## src/rtl/iexu_pkg.sv

```systemverilog
package iexu_pkg;

    localparam int OPW = 5;

    typedef enum logic [OPW-1:0] {
        OP_ADD  = 5'd0,
        OP_SUB  = 5'd1,
        OP_MUL  = 5'd2,
        OP_SHL  = 5'd3,
        OP_SAR  = 5'd4,
        OP_SHR  = 5'd5,
        OP_XOR  = 5'd6,
        OP_AND  = 5'd7,
        OP_OR   = 5'd8,
        OP_INC  = 5'd9,
        OP_DEC  = 5'd10,
        OP_NEG  = 5'd11,
        OP_NOT  = 5'd12,
        OP_CMP  = 5'd13,
        OP_TEST = 5'd14,
        OP_ADDR = 5'd15
    } op_e;

    // Packed so that carry sits at bit 0 and overflow at bit 3.
    typedef struct packed {
        logic ovf;
        logic sgn;
        logic zro;
        logic cry;
    } flags_t;

    typedef enum logic [1:0] {
        SH_LEFT,
        SH_LOGIC_R,
        SH_ARITH_R
    } sh_mode_e;

    typedef enum logic [1:0] {
        LG_XOR,
        LG_AND,
        LG_OR,
        LG_NOT
    } lg_sel_e;

endpackage

```

## src/rtl/iexu_addsub.sv

```systemverilog
module iexu_addsub #(
    parameter int W = 32
) (
    input  logic [W-1:0] opa,
    input  logic [W-1:0] opb,
    input  logic         do_sub,
    output logic [W-1:0] sum,
    output logic         carry_borrow,
    output logic         ovf
);
    localparam int MSB = W - 1;

    logic [W-1:0] b_eff;
    logic [W:0]   wide;

    always_comb begin
        b_eff = do_sub ? ~opb : opb;
        wide  = {1'b0, opa} + {1'b0, b_eff} + {{W{1'b0}}, do_sub};
        sum   = wide[W-1:0];
        // subtraction reports a borrow, i.e. the inverted carry out
        carry_borrow = do_sub ? ~wide[W] : wide[W];
        ovf   = (opa[MSB] == b_eff[MSB]) && (wide[MSB] != opa[MSB]);
    end

endmodule

```

## src/rtl/iexu_shift.sv

```systemverilog
module iexu_shift
    import iexu_pkg::*;
#(
    parameter int W = 32
) (
    input  logic [W-1:0]         din,
    input  logic [$clog2(W)-1:0] cnt,
    input  sh_mode_e             mode,
    output logic [W-1:0]         dout,
    output logic                 cout
);
    localparam int SW = $clog2(W);

    logic        fill;
    logic [W:0]  lv [0:SW];
    logic [W:0]  rv [0:SW];

    assign fill  = (mode == SH_ARITH_R) ? din[W-1] : 1'b0;
    assign lv[0] = {1'b0, din};
    assign rv[0] = {din, 1'b0};

    for (genvar k = 0; k < SW; k++) begin : g_stage
        localparam int SH = 1 << k;
        assign lv[k+1] = cnt[k] ? (lv[k] << SH) : lv[k];
        assign rv[k+1] = cnt[k] ? {{SH{fill}}, rv[k][W:SH]} : rv[k];
    end

    always_comb begin
        unique case (mode)
            SH_LEFT: begin
                dout = lv[SW][W-1:0];
                cout = lv[SW][W];
            end
            SH_LOGIC_R, SH_ARITH_R: begin
                dout = rv[SW][W:1];
                cout = rv[SW][0];
            end
            default: begin
                dout = din;
                cout = 1'b0;
            end
        endcase
    end


    always_comb begin
        if (cnt == '0) begin
            zero_count_pass_chk: assert (dout == din);
        end
    end

endmodule

```

## src/rtl/iexu_logic.sv

```systemverilog
module iexu_logic
    import iexu_pkg::*;
#(
    parameter int W = 32
) (
    input  logic [W-1:0] opa,
    input  logic [W-1:0] opb,
    input  lg_sel_e      sel,
    output logic [W-1:0] res
);
    always_comb begin
        unique case (sel)
            LG_XOR:  res = opa ^ opb;
            LG_AND:  res = opa & opb;
            LG_OR:   res = opa | opb;
            LG_NOT:  res = ~opa;
            default: res = opa;
        endcase
    end

endmodule

```

## src/rtl/int_exec_unit.sv

```systemverilog
module int_exec_unit
    import iexu_pkg::*;
#(
    parameter int W = 32
) (
    input  logic                 clk,
    input  logic                 rst_n,
    input  logic                 op_valid,
    input  logic [OPW-1:0]       op_code,
    input  logic [W-1:0]         src_opnd,
    input  logic [W-1:0]         dst_opnd,
    output logic [W-1:0]         result,
    output logic                 result_we,
    output logic [3:0]           flags
);
    localparam int SW = $clog2(W);

    typedef enum logic [1:0] {
        ST_IDLE,
        ST_WRITE,
        ST_CHECK
    } st_e;

    st_e      state_q, state_d;
    op_e      op;
    flags_t   flags_q, fl_d;
    logic [W-1:0] res_q, res_d;
    logic     wr_d, chk_d;

    // shared adder/subtractor
    logic [W-1:0] as_a, as_b, as_sum;
    logic         as_sub, as_cb, as_ovf;
    // shifter
    sh_mode_e     sh_mode;
    logic [W-1:0] sh_res;
    logic         sh_cout, sh_zero_cnt;
    // logic unit
    lg_sel_e      lg_sel;
    logic [W-1:0] lg_res;
    // multiplier, low half only
    logic [W-1:0] prod;

    assign op = op_e'(op_code);

    always_comb begin
        as_a   = dst_opnd;
        as_b   = src_opnd;
        as_sub = 1'b0;
        unique case (op)
            OP_SUB, OP_CMP: as_sub = 1'b1;
            OP_INC: as_b = {{(W-1){1'b0}}, 1'b1};
            OP_DEC: begin
                as_b   = {{(W-1){1'b0}}, 1'b1};
                as_sub = 1'b1;
            end
            OP_NEG: begin
                as_a   = '0;
                as_b   = dst_opnd;
                as_sub = 1'b1;
            end
            default: ;
        endcase
    end

    iexu_addsub #(.W(W)) u_addsub (
        .opa          (as_a),
        .opb          (as_b),
        .do_sub       (as_sub),
        .sum          (as_sum),
        .carry_borrow (as_cb),
        .ovf          (as_ovf)
    );

    always_comb begin
        unique case (op)
            OP_SAR:  sh_mode = SH_ARITH_R;
            OP_SHR:  sh_mode = SH_LOGIC_R;
            default: sh_mode = SH_LEFT;
        endcase
    end

    assign sh_zero_cnt = (src_opnd[SW-1:0] == '0);

    iexu_shift #(.W(W)) u_shift (
        .din  (dst_opnd),
        .cnt  (src_opnd[SW-1:0]),
        .mode (sh_mode),
        .dout (sh_res),
        .cout (sh_cout)
    );

    always_comb begin
        unique case (op)
            OP_XOR:  lg_sel = LG_XOR;
            OP_OR:   lg_sel = LG_OR;
            OP_NOT:  lg_sel = LG_NOT;
            default: lg_sel = LG_AND;
        endcase
    end

    iexu_logic #(.W(W)) u_logic (
        .opa (dst_opnd),
        .opb (src_opnd),
        .sel (lg_sel),
        .res (lg_res)
    );

    assign prod = dst_opnd * src_opnd;

    // operation decode: result, flag policy and class
    always_comb begin
        res_d = as_sum;
        fl_d  = flags_q;
        wr_d  = 1'b0;
        chk_d = 1'b0;
        unique case (op)
            OP_ADD, OP_SUB, OP_INC, OP_DEC, OP_NEG: begin
                wr_d = 1'b1;
                fl_d = '{ovf: as_ovf, sgn: as_sum[W-1], zro: ~|as_sum, cry: as_cb};
            end
            OP_CMP: begin
                chk_d = 1'b1;
                fl_d  = '{ovf: as_ovf, sgn: as_sum[W-1], zro: ~|as_sum, cry: as_cb};
            end
            OP_MUL: begin
                res_d = prod;
                wr_d  = 1'b1;
                fl_d  = '{ovf: 1'b0, sgn: prod[W-1], zro: ~|prod, cry: 1'b0};
            end
            OP_SHL, OP_SAR, OP_SHR: begin
                res_d = sh_res;
                wr_d  = 1'b1;
                if (!sh_zero_cnt) begin
                    fl_d = '{ovf: 1'b0, sgn: sh_res[W-1], zro: ~|sh_res, cry: sh_cout};
                end
            end
            OP_XOR, OP_AND, OP_OR: begin
                res_d = lg_res;
                wr_d  = 1'b1;
                fl_d  = '{ovf: 1'b0, sgn: lg_res[W-1], zro: ~|lg_res, cry: 1'b0};
            end
            OP_NOT: begin
                res_d = lg_res;
                wr_d  = 1'b1;
            end
            OP_TEST: begin
                chk_d = 1'b1;
                fl_d  = '{ovf: 1'b0, sgn: lg_res[W-1], zro: ~|lg_res, cry: 1'b0};
            end
            OP_ADDR: begin
                wr_d = 1'b1;
            end
            default: ;
        endcase
    end

    // next-state selection
    always_comb begin
        state_d = ST_IDLE;
        if (op_valid) begin
            if (wr_d)       state_d = ST_WRITE;
            else if (chk_d) state_d = ST_CHECK;
            else            state_d = ST_IDLE;
        end
    end

    // state register
    always_ff @(posedge clk or negedge rst_n) begin
        if (!rst_n) state_q <= ST_IDLE;
        else        state_q <= state_d;
    end

    // output registers
    always_ff @(posedge clk or negedge rst_n) begin
        if (!rst_n) begin
            res_q   <= '0;
            flags_q <= '0;
        end else if (op_valid) begin
            if (wr_d) res_q <= res_d;
            flags_q <= fl_d;
        end
    end

    assign result    = res_q;
    assign result_we = (state_q == ST_WRITE);
    assign flags     = flags_q;


    we_follows_valid_chk: assert property (@(posedge clk) disable iff (!rst_n)
        result_we |-> $past(op_valid));


    idle_hold_chk: assert property (@(posedge clk) disable iff (!rst_n)
        !$past(op_valid) |-> ($stable(flags) && $stable(result) && !result_we));


    compare_no_write_chk: assert property (@(posedge clk) disable iff (!rst_n)
        ($past(op_valid) && ($past(op_code) == OP_CMP || $past(op_code) == OP_TEST))
        |-> (!result_we && $stable(result)));


    test_clears_co_chk: assert property (@(posedge clk) disable iff (!rst_n)
        ($past(op_valid) && $past(op_code) == OP_TEST) |-> (!flags[0] && !flags[3]));


    addr_keeps_flags_chk: assert property (@(posedge clk) disable iff (!rst_n)
        ($past(op_valid) && $past(op_code) == OP_ADDR) |-> ($stable(flags) && result_we));

endmodule

```

## config.mk

```make
export PLATFORM = sky130hd
export DESIGN_NAME = int_exec_unit
export DESIGN_NICKNAME = d
export VERILOG_FILES = /design/src/rtl/iexu_pkg.sv /design/src/rtl/iexu_addsub.sv /design/src/rtl/iexu_shift.sv /design/src/rtl/iexu_logic.sv /design/src/rtl/int_exec_unit.sv
export SDC_FILE = /design/constraint.sdc
export NUM_CORES = 2
export LEC_CHECK = 0
export ABC_AREA = 1
export CAP_MARGIN = 5
export CORE_ASPECT_RATIO = 0.8
export CORE_MARGIN = 5
export CORE_UTILIZATION = 67
export CTS_BUF_LIST = sky130_fd_sc_hd__clkbuf_8 sky130_fd_sc_hd__clkbuf_16
export DETAILED_ROUTE_END_ITERATION = 8
export DONT_BUFFER_PORTS = 1
export GPL_TIMING_DRIVEN = 1
export PLACE_DENSITY = 0.83
export SKIP_LAST_GASP = 1
export SLEW_MARGIN = 40
export SYNTH_ARGS = -nofsm -noshare
export SYNTH_HDL_FRONTEND = slang
export SYNTH_SLANG_ARGS = --single-unit
```

## constraint.sdc

```tcl
create_clock -name clk -period 1.1 [get_ports clk]
set_input_delay 0.165 -clock clk [delete_from_list [all_inputs] [get_ports clk]]
set_output_delay 0.165 -clock clk [all_outputs]
set_load 0.005 [all_outputs]
```

==> results of run 1 <==
repair_timing:
item                                    CTS
endpoints found under the setup margin   38
gates resized for setup                 304
buffers inserted                         50
gates cloned                              3
hold buffers                              2
pin swaps                               236
endpoints found under the hold margin    38
Yosys cell counts, types with 10 or more instances:
cell type,number,area (um2)
a21o_1,10,75.07
a21oi_1,103,515.5
a221oi_1,11,96.34
a31oi_1,12,75.07
buf_1,39,146.4
buf_2,45,225.2
clkbuf_1,123,461.7
dfrtp_1,38,950.9
fa_1,409,8188
ha_1,222,2778
inv_1,940,3528
inv_2,12,45.04
mux2i_1,10,100.1
nand2_1,1306,4902
nand3_1,173,865.8
nand3b_1,14,105.1
nand4_1,24,150.1
nor2_1,195,732.0
nor3_1,17,85.08
o2111ai_1,27,236.5
o211ai_1,29,217.7
o21ai_0,127,635.6
o21ai_1,71,355.3
o221ai_1,19,166.4
o22ai_1,48,300.3
xnor2_1,27,236.5
xor2_1,73,639.4
cells by family after synthesis:
kind of cell | Yosys count | share of synthesized area (%)
simple gates | 1758 | 25.64
buf+inv | 1175 | 16.44
fa+ha+maj | 631 | 40.05
compound gates | 494 | 10.83
xor+xnor | 100 | 3.199
flops | 38 | 3.473
mux | 10 | 0.3656
metal layers:
metal / global-route usage, % / GRT overflow
met5: 42.42 / 0
met4: 71.56 / 61
met3: 67.58 / 4
met2: 91.59 / 69
met1: 80.39 / 5
metrics by stage:
stage / instance area, um2 / setup slack, ns / util (%)
3_3_place_gp: 32890 / -5.468 / 81.11
3_5_place_dp: 32890 / -5.855 / 81.11
4_1_cts: 34760 / -5.426 / 85.72
2_1_floorplan: 28670 / -5.438 / -
==> reports/qor.yml, run 1 <==
status:
  run_status: "aborted with a tool error"
  haltStage: "global routing"
  error_line: "[ERROR GRT-0116] Global routing finished with congestion. Check the congestion regions in the DRC Viewer."
global_route:
  grt_overflow: 139
  grt_pass1_vias: 40740
  grt_max_degree: 96
  grt_pass1_wl_um: 262100
  track_usage_pct: 78.45
cts:
  htreeDepth: 2
  cts_sinks: 38
  root_buffer: "clkbuf_16"
  cts_inserted_buffers: 5
  cts_buffer_depth: 2
floorplan:
  die_h_um: 190.8
  dieWidth_um: 236.0
  initial_utilization_pct: 67.53
  rows: 66
  io-pin-count: 109
synth:
  async_flop_share_pct: 100.0
  ys_warn_count: 0
  syn_inst: 4206
  syn-cell-area_um2: 27380
  syn-num-nets: 4909
  synth_edf_count: 0
  ys.flop_type: "dfrtp_1"
  synthDistinctLibCells: 50
  ys_seq_area_share_pct: 3.473
  ys_seq_elements: 38
  syn_area_per_cell_um2: 6.510
place:
  hpwl_um: 102000
  dp_cells: 5149
  port_buffers: 0
  gp_congestion: 1.088
==> run 2, diff against run 1 <==
--- a/config.mk
+++ b/config.mk
@@ -7,14 +7,12 @@
 export LEC_CHECK = 0
 export ABC_AREA = 1
 export CAP_MARGIN = 5
-export CORE_ASPECT_RATIO = 0.8
 export CORE_MARGIN = 5
-export CORE_UTILIZATION = 67
-export CTS_BUF_LIST = sky130_fd_sc_hd__clkbuf_8 sky130_fd_sc_hd__clkbuf_16
+export CORE_UTILIZATION = 40
 export DETAILED_ROUTE_END_ITERATION = 8
 export DONT_BUFFER_PORTS = 1
 export GPL_TIMING_DRIVEN = 1
-export PLACE_DENSITY = 0.83
+export PLACE_DENSITY_LB_ADDON = 0.15
 export SKIP_LAST_GASP = 1
 export SLEW_MARGIN = 40
 export SYNTH_ARGS = -nofsm -noshare
==> run 2 against run 1 <==
Net effect:
- the flow now finishes, with violations (setup timing)
- synthesized cell count stayed put
- area after synthesis stayed put
==> reports/qor.yml, run 2 <==
synth:
  syn-num-nets: 4909
  synth.area.top_cells: "fa_1, nand2_1, inv_1, ha_1, dfrtp_1"
  ys_warn_count: 0
  synth_top_area_share_pct: 29.90
  synth_top_area_cell: "fa_1"
  async_flop_share_pct: 100.0
  ys.flop_type: "dfrtp_1"
  synth_edf_count: 0
  synth.most_common_cell: "nand2_1"
  syn-cell-area_um2: 27380
  syn_area_per_cell_um2: 6.510
  syn_inst: 4206
  synthDistinctLibCells: 50
  ys_seq_area_share_pct: 3.473
  ys_seq_elements: 38
  ys_top_cells_by_count: "nand2_1, inv_1, fa_1, ha_1, nor2_1"
timing:
  finalMaxSlewViolations: 0
  finalHoldViolations: 0
  worstMarginPinSlew_ns: 0.5606
  relSlewSlack_pct: 62.23
  timing.final.ws_setup_ns: -5.213
  setup_violations: 38
  post-route-period-util_pct: 573.9
  clock-skew-final_ns: 0
  clock.fmax_mhz: 158.4
  fin_crit_ns: 6.313
  rsz0062_at_grt: "true"
layout:
  final_common_cell: "nand2_1"
  drive_above_1_share_pct: 25.59
  fin_nets: 5427
  largest_register_ffs: 32
  antenna_cells: 0
  layout_common_cells: "nand2_1, inv_1, buf_4, fa_1, nor2_1"
  area_growth_pct: 33.23
  finalInstanceArea_um2: 36480
flow_run:
  drv_cap: 0
setup_path:
  cp-endpoint: "flags[1]"
  worstPathArrival_ns: 6.55
  end_kind: "register"
  critPathLaunch: "src_opnd[5]"
  max_stage_delay_ns: 0.54
  path_buf_inv: 9
  worstReg2RegEnd: "flags[1]"
  crit_path_start_kind: "primary input"
  rr_worst_depth: 3
  r2r_slack_ns: 0.20
  path_depth: 34
  crit_type: "primary input to register"
  regToRegStartpoint: "flags[1]"
  cpMostUsedCell: "fa_1"
  cp_max_fo: 28
  required_ns: 1.34
  worst_path_max_delay_cell: "fa_1"
  critPathTopFamily: "adder cells"
status:
  run_status: "complete, but fails checks"
  failed_checks: "setup timing"
cts:
  root_buffer: "clkbuf_16"
  cts_tree: "built"
  cts_inserted_buffers: 5
  cts_sinks: 38
  htreeDepth: 2
  clk_latency_ns: 0.29
  cts_buffer_depth: 2
  path_clk_slew_ns: 0.07
hold_path:
  holdCritPathClass: "primary input to register"
floorplan:
  dieArea_um2: 73790
  rows: 96
  initial_utilization_pct: 40.13
  dieWidth_um: 271.6
  core_area_um2: 68230
  io-pin-count: 109
  die_h_um: 271.6
place:
  hpwl_um: 97700
  placed_cell_area_um2: 33560
  port_buffers: 0
  gp_congestion: 0.9965
drt:
  route.detailed.drc: 0
  wl_per_cell_um: 21.90
  drt_wl_total_um: 122800
  drt_iter0_markers: 2805
  viasPerCell: 5.250
  via_count: 29440
  final_antenna_net_count: 0
  firstDrtPassIters: 6
global_route:
  track_usage_pct: 32.40
  grt_overflow: 0
  grt_pass1_vias: 29430
  grt_max_degree: 96
  antenna_found_initial: 0
  grt_pass1_wl_um: 183100
## run 2: cell counts after synthesis
Identical to the previous run, type by type.
## run 2: how the worst min path moves through the flow
| stage | from | endpoint | slack (ns) | depth (start not counted) |
|---|---|---|---|---|
| after floorplan | rst_n | flags[0] | -0.13 | 0 |
| after global placement | rst_n | result[18] | -0.13 | 0 |
| after detailed placement | rst_n | result[18] | -0.13 | 0 |
| after CTS | op_valid | state_q[1] | 0.07 | 2 |
| after global routing | op_valid | state_q[1] | 0.08 | 2 |
| final | op_valid | state_q[1] | 0.06 | 2 |
## run 2: area by class of cell
type	count	area (um2)
repair inverters	1	5.005
well taps	882	1104
inverters	961	3670
clock buffers	5	125.1
fillers	6809	31750
flip-flops and latches	38	950.9
multi-input cells	2993	24600
clock inverters	3	68.82
repair buffers	724	5959
## run 2: cell families after synthesis
logic type | after synthesis | synth area share, %
compound gates | 494 | 10.83
xor+xnor | 100 | 3.199
fa+ha+maj | 631 | 40.05
buf+inv | 1175 | 16.44
flops | 38 | 3.473
mux | 10 | 0.3656
simple gates | 1758 | 25.64
## run 2: metrics by stage
| step | std cells | TNS, ns | utilization (%) | setup WS [ns] | hold WS (ns) |
|---|---|---|---|---|---|
| final | 5607 | -141.83 | 53.47 | -5.213 | 0.06154 |
| after global routing | 5607 | -147.94 | 53.47 | -5.453 | 0.07833 |
| after CTS | 5566 | -140.14 | 51.36 | -5.140 | 0.06549 |
| after floorplan | 4206 | -143.23 | - | -5.438 | -0.1306 |
| after global placement | 5534 | -158.22 | 49.19 | -5.649 | -0.1297 |
| after detailed placement | 5534 | -159.35 | 49.19 | -5.671 | -0.1299 |
## run 2: repair_timing
item,CTS,global route
resized for setup,241,264
hold endpoints to repair,38,0
pin swaps,157,204
buffers inserted,25,51
hold buffers,2,0
endpoints found under the setup margin,38,38
cloned,1,1
## run 2: worst reg2reg max path: cells and delay by family, from the launching register on
| kind | cells | cell delay, ns |
|---|---|---|
| flip-flops | 1 | 0.40 |
| buffers and inverters | 1 | 0.04 |
| AND/OR/NAND/NOR | 2 | 0.36 |
## run 2: routing by layer
| layer | up-vias | GRT usage, % | share of wire [%] |
|---|---|---|---|
| met5 | - | 0 | 0 |
| met4 | 0 | 12.16 | 4.6 |
| met3 | 235 | 5.825 | 8.3 |
| met2 | 1227 | 53.64 | 46 |
| met1 | 14230 | 42.47 | 41 |
| li1 | 13750 | - | - |
Power of run 2 is left out: the tool's default activity adds up to more than one toggle a clock period on the data nets, which glitch-free logic cannot reach.
